<file path="config.mk">
export PLATFORM = sky130hd
export DESIGN_NAME = irq_pin_router
export DESIGN_NICKNAME = d
export VERILOG_FILES = /design/src/rtl/irq_route_pkg.sv /design/src/rtl/route_cfg_reg.sv /design/src/rtl/pin_router.sv /design/src/rtl/int_src_router.sv /design/src/rtl/irq_pin_router.sv
export SDC_FILE = /design/constraint.sdc
export NUM_CORES = 1
export LEC_CHECK = 0
export CAP_MARGIN = 20
export CORE_MARGIN = 2
export CORE_UTILIZATION = 37
export CTS_CLUSTER_SIZE = 30
export DETAILED_ROUTE_END_ITERATION = 10
export PLACE_DENSITY = 0.8
export SYNTH_ARGS = -nofsm -noshare
export SYNTH_HDL_FRONTEND = slang
export SYNTH_SLANG_ARGS = --single-unit
</file>
<file path="constraint.sdc">
create_clock -name clk -period 1.5 [get_ports clk]
set_input_delay 0.225 -clock clk [delete_from_list [all_inputs] [get_ports clk]]
set_output_delay 0.225 -clock clk [all_outputs]
set_load 0.01 [all_outputs]
</file>
<file path="src/rtl/irq_route_pkg.sv">
package irq_route_pkg;
    localparam int NUM_PINS  = 3;
    localparam int PIN_SEL_W = 4;
    localparam int INT_SEL_W = 3;
    localparam int LEG_N     = 16;
    localparam int ADV_N     = 4;
    localparam int CFG_W     = 16;

    typedef struct packed {
        logic                                  int_en;
        logic [INT_SEL_W-1:0]                  int_sel;
        logic [NUM_PINS-1:0][PIN_SEL_W-1:0]    pin_sel;
    } route_cfg_t;

    typedef struct packed {
        logic [ADV_N-1:0] adv;
        logic [LEG_N-1:0] leg;
    } irq_vec_t;

    function automatic logic pin_sel_excluded(input logic [PIN_SEL_W-1:0] s);
        case (s)
            4'd0, 4'd2, 4'd8, 4'd13: return 1'b1;
            default:                 return 1'b0;
        endcase
    endfunction

    function automatic logic [LEG_N-1:0] pin_decode(input logic [PIN_SEL_W-1:0] s);
        logic [LEG_N-1:0] one;
        one = {{(LEG_N-1){1'b0}}, 1'b1};
        if (pin_sel_excluded(s)) return '0;
        return one << s;
    endfunction

    function automatic irq_vec_t int_decode(input logic [INT_SEL_W-1:0] s);
        irq_vec_t v;
        v = '0;
        case (s)
            3'd0: v.leg[9]  = 1'b1;
            3'd1: v.leg[10] = 1'b1;
            3'd2: v.leg[11] = 1'b1;
            3'd3: ;
            default: v.adv[s[1:0]] = 1'b1;
        endcase
        return v;
    endfunction
endpackage

</file>
<file path="src/rtl/route_cfg_reg.sv">
module route_cfg_reg
    import irq_route_pkg::*;
#(
    parameter int W = CFG_W
) (
    input  logic             clk,
    input  logic             rst,
    input  logic             wr_en,
    input  logic [W/8-1:0]   wr_be,
    input  logic [W-1:0]     wr_data,
    output logic [W-1:0]     q
);
    localparam int NB = W / 8;

    for (genvar b = 0; b < NB; b++) begin : g_byte
        always_ff @(posedge clk) begin
            if (rst)
                q[8*b +: 8] <= 8'h00;
            else if (wr_en && wr_be[b])
                q[8*b +: 8] <= wr_data[8*b +: 8];
        end
    end
endmodule

</file>
<file path="src/rtl/pin_router.sv">
module pin_router
    import irq_route_pkg::*;
#(
    parameter int NPINS = NUM_PINS
) (
    input  logic [NPINS-1:0][PIN_SEL_W-1:0] pin_sel,
    input  logic [NPINS-1:0]                pin_lvl,
    input  logic [NPINS-1:0]                pin_func_sel,
    output logic [LEG_N-1:0]                leg
);
    logic [LEG_N-1:0] per_pin [NPINS];

    for (genvar k = 0; k < NPINS; k++) begin : g_pin
        assign per_pin[k] = (pin_func_sel[k] && pin_lvl[k]) ? pin_decode(pin_sel[k]) : '0;
    end

    always_comb begin
        leg = '0;
        for (int k = 0; k < NPINS; k++) leg = leg | per_pin[k];
    end
endmodule

</file>
<file path="src/rtl/int_src_router.sv">
module int_src_router
    import irq_route_pkg::*;
(
    input  logic                 int_en,
    input  logic [INT_SEL_W-1:0] int_sel,
    input  logic                 tco_sts,
    input  logic                 intr_sts,
    input  logic                 intr_to_irq,
    input  logic                 sci_route,
    output irq_vec_t             vec
);
    logic src;
    logic gate;

    assign src  = tco_sts | (intr_sts & intr_to_irq);
    assign gate = int_en & ~sci_route;
    assign vec  = (src && gate) ? int_decode(int_sel) : '0;
endmodule

</file>
<file path="src/rtl/irq_pin_router.sv">
module irq_pin_router
    import irq_route_pkg::*;
(
    input  logic                clk,
    input  logic                rst,
    input  logic                wr_en,
    input  logic [1:0]          wr_be,
    input  logic [15:0]         wr_data,
    output logic [15:0]         cfg_q,
    input  logic [2:0]          pin_lvl,
    input  logic [2:0]          pin_func_sel,
    input  logic                tco_sts,
    input  logic                intr_sts,
    input  logic                intr_to_irq,
    input  logic                sci_route,
    output logic [15:0]         leg_irq,
    output logic [3:0]          adv_irq
);
    route_cfg_t       cfg;
    logic [LEG_N-1:0] pin_leg;
    irq_vec_t         int_vec;

    route_cfg_reg #(.W(CFG_W)) u_reg (
        .clk     (clk),
        .rst     (rst),
        .wr_en   (wr_en),
        .wr_be   (wr_be),
        .wr_data (wr_data),
        .q       (cfg_q)
    );

    assign cfg = route_cfg_t'(cfg_q);

    pin_router #(.NPINS(NUM_PINS)) u_pins (
        .pin_sel      (cfg.pin_sel),
        .pin_lvl      (pin_lvl),
        .pin_func_sel (pin_func_sel),
        .leg          (pin_leg)
    );

    int_src_router u_int (
        .int_en      (cfg.int_en),
        .int_sel     (cfg.int_sel),
        .tco_sts     (tco_sts),
        .intr_sts    (intr_sts),
        .intr_to_irq (intr_to_irq),
        .sci_route   (sci_route),
        .vec         (int_vec)
    );

    assign leg_irq = pin_leg | int_vec.leg;
    assign adv_irq = int_vec.adv;
endmodule

</file>
==> reports/results.txt, run 1 <==
The source of the critical timing path is u_reg.q[6]. The first routing iteration left 89 violations. Once placement completed, the tool counted placed cells totaling 282. For the synthesized cell area, the log shows 0.00112 sq mm.

The internal power of the cells totals 0.000727 W. For the number of slew-limit violations in the final report, the log shows 0. Global routing used 23.8% of the available tracks. For the worst setup path, the data required time is 1.27 ns. The clock network is responsible for 21.0% of the overall power.

The run gives -0.192 ns as the final worst-path setup slack. The worst endpoint data arrival time came out at 1.47 ns. TritonCTS built the clock tree.

Type of the worst setup path: flop to output port. Power comes to 0.00102 W. Clock tree buffer depth: 2. The run gives 0 as the overall overflow remaining after global route. Compared with the post-synthesis result, the final layout area differs by 95.8%.

The synthesized design contains 0 enable-type register cells. Summed over its instances, the top area cell type makes up 28.6% of the synthesized netlist area. Once the floorplan was initialized, standard cells occupied 39.9% of the core.

Total vias in the final route: 1675. For the via count of the first global-routing pass, the log shows 1508. The tools report the full die area as 0.00348 sq mm. Ranked by flip-flop count, first place goes to u_reg.q. The register with the most flip-flops in the layout has 16 of them. The final reports fail on negative setup slack.

Yosys mapped the design onto 32 distinct sky130hd cell types. In this run the remaining antenna-violating nets after routing total 0. The weighted congestion reported at the end of routability-driven placement was 0.843.

Power spread over the standard cell area amounts to 466 mW/mm^2. The logs give 0.509 mV for the maximum ir drop on the vdd rail and 4 for the length of the first detailed-routing pass in iterations. The fraction of registers with async set/reset came out at 0%.

In this run the power spent charging and discharging nets is 0.000295 W. The largest net degree at the start of global routing was 17. For the first-pass GRT wire length, the log shows 6490 um. The worst reg2reg path startpoint was u_reg.q[0]. The total area inside the core boundary comes to 0.00281 sq mm. In this run the vertical extent of the chip is 59.0 um.

For this run, design rule violations remaining after detail routing come to 0. Leaving out filler cells and counting taps, the final layout contains 294. Yosys printed 0 warnings.

The run finished, with violations left. In this run, flip-flops and latches consume 45.5% of the power. The min-delay analysis places its worst path in the category input pin to flop. For this run, the post-layout net count is 296. The final design instance area without fill is 0.00219 sq mm.

Prevailing post-synth register cell: dfxtp_1. The switching power as a share of total power was 28.9%. Sorting the synthesized cells by area gives the leading types as dfxtp_1 29%, nand3_1 13%, nand2_1 11%.

Combinational cells account for 33.6% of the total power. Mean area per synthesized cell: 6.96 sq um. 0 antenna diodes ended up in the layout. Of all cell types, the one taking the most synthesized area is dfxtp_1. The clock period minus final worst setup slack is 1.69 ns. Among all cell types in the netlist, the one instantiated most often is nand2_1. The tools report the initial antenna violation count as 0. Registers take 354 sq um.

Across all hold checks on the routed design, the worst slack comes to 0.497 ns. The number of cells traversed by the worst register-to-register path was 4. Termination of the worst setup path: leg_irq[10].

In the final layout, the multi-input gates occupy 832 sq um. Per-cell via count in the routed design: 5.70. Max-cap violations in this run came to 0.

Of all nets on the critical path, the largest fanout is 5. Worst hold path depth: 3. Clock skew on the completed layout was measured at 0 ns. The logs give 0.00200 sq mm for the total placed instance area and 1 for the number of H-tree levels. For the worst-skew pair, the clock arrives at the later sink with an insertion delay of 0.28 ns. Row generation in the floorplan step produced 19 rows. The kind of start point of the critical path is a flop. In this run the critical register-to-register path is captured at u_reg.q[0]. For this block, the routed nets add up to 4460 um of wire.

The number of fillers in the final layout came out at 187. For this run, the share of the core covered by cells in the final layout is 78.1%. The die is 59.0 um wide. For this design, the sink count on the clock tree is 16.

Of the cells placed in the final design, the portion with a size suffix greater than 1 is 41.4%. The number of buffers added to fix hold violations after cts is 0, and the leakage component of the power is 1.08 nW. The final hold violation count came out at 0. The worst setup path is captured at an output port.

In the synthesized netlist, the cells that appear most often are 32 x nand2_1, 29 x nand3_1, 16 x a21oi_1, 16 x dfxtp_1, 6 x nor2_1. The run gives 0.61 ns as the slack of the worst reg-to-reg path. In this run the clock root is driven by a clkbuf_4. The detailed-route wire length per cell was 15.2 um. The post-route clock period utilization was 113%; the HPWL after detailed placement was 3070 um. For the number of buffers inserted during clock tree synthesis, the log shows 3. The clock-pin slew on the worst setup and hold paths is 0.08 ns. During I/O placement, the number of pins put on the boundary was 67. Setup repair after global routing could not meet its margin everywhere. Buffers placed on the I/O ports in this run total 62. The portion of the post-synthesis area used by sequential elements was 28.6%.

Synthesis produced 161 cells. The number of storage elements in the synthesis netlist came out at 16. The largest registers in the layout are u_reg.q (16). The highest attainable clock frequency is 591 MHz. The final number of setup-violating endpoints is 12.
==> worst max-delay path: stages (launching register included) <==
cell and delay, ns:
dfxtp_4 0.38, and4b_1 0.23, buf_6 0.13, a32oi_2 0.19, nand3_1 0.11, buf_2 0.15
==> kinds of logic after synthesis <==
family,synth area share [%]
compound gates,12.7
buf+inv,8.38
flops,28.6
other cells,0.335
simple gates,49.9
==> cells in the final DEF, fill, tap and decap left out, types with 7 or more instances in the layout <==
cell,count
nand2_1,29
a21oi_1,16
nand3_1,23
buf_2,11
dfxtp_4,7
dlygate4sd2_1,22
buf_6,11
buf_4,41
clkdlybuf4s50_1,21
==> metrics by stage <==
step                setup slack [ns]  TNS (ns)
floorplan                     0.0418         0
global placement              -0.632     -8.08
detailed placement            -0.649     -8.38
CTS                           -0.190     -1.17
global route                  -0.255     -1.93
finish                        -0.192     -1.38
==> worst min-delay path by stage <==
| stage | end | startpoint |
|---|---|---|
| detailed placement | u_reg.q[13] | u_reg.q[13] |
| CTS | u_reg.q[3] | wr_data[3] |
| global placement | u_reg.q[13] | u_reg.q[13] |
| floorplan | u_reg.q[5] | wr_data[5] |
| finish | u_reg.q[3] | wr_data[3] |
| global route | u_reg.q[3] | wr_data[3] |
==> per-layer routing <==
layer,track usage (%),part of all wire [%],vias to the layer above
li1,-,-,792
met1,28.7,41,796
met2,44.0,53,79
met3,1.09,4.5,8
met4,9.42,1.7,0
met5,0,0,-
==> power by group through the flow <==
stage	Clock (W)	Sequential, W	Combinational, W
floorplan	0	0.000484	0.000106
global placement	0	0.000474	0.000317
detailed placement	0	0.000476	0.000327
CTS	0.000216	0.000462	0.000323
global route	0.000233	0.000468	0.000366
finish	0.000214	0.000465	0.000343
==> repair_timing <==
item	CTS	global route
pin swaps	29	12
setup buffers	6	4
setup endpoints to repair	32	19
gates resized for setup	121	26
==> final cells by class <==
type / instances / area share, %
Inverter: 2 / 0.342
Multi-Input combinational cell: 131 / 38.0
Timing Repair Buffer: 111 / 42.8
Sequential cell: 16 / 16.2
Clock buffer: 3 / 1.03
Tap cell: 31 / 1.77
(Power assumes the default switching activity.)
==> run 2: changes to the inputs <==
Settings changed: CTS_CLUSTER_SIZE 30 to 8.
==> results of run 2 <==
No change in the layout: final DEF, timing and power equal those of run 1.
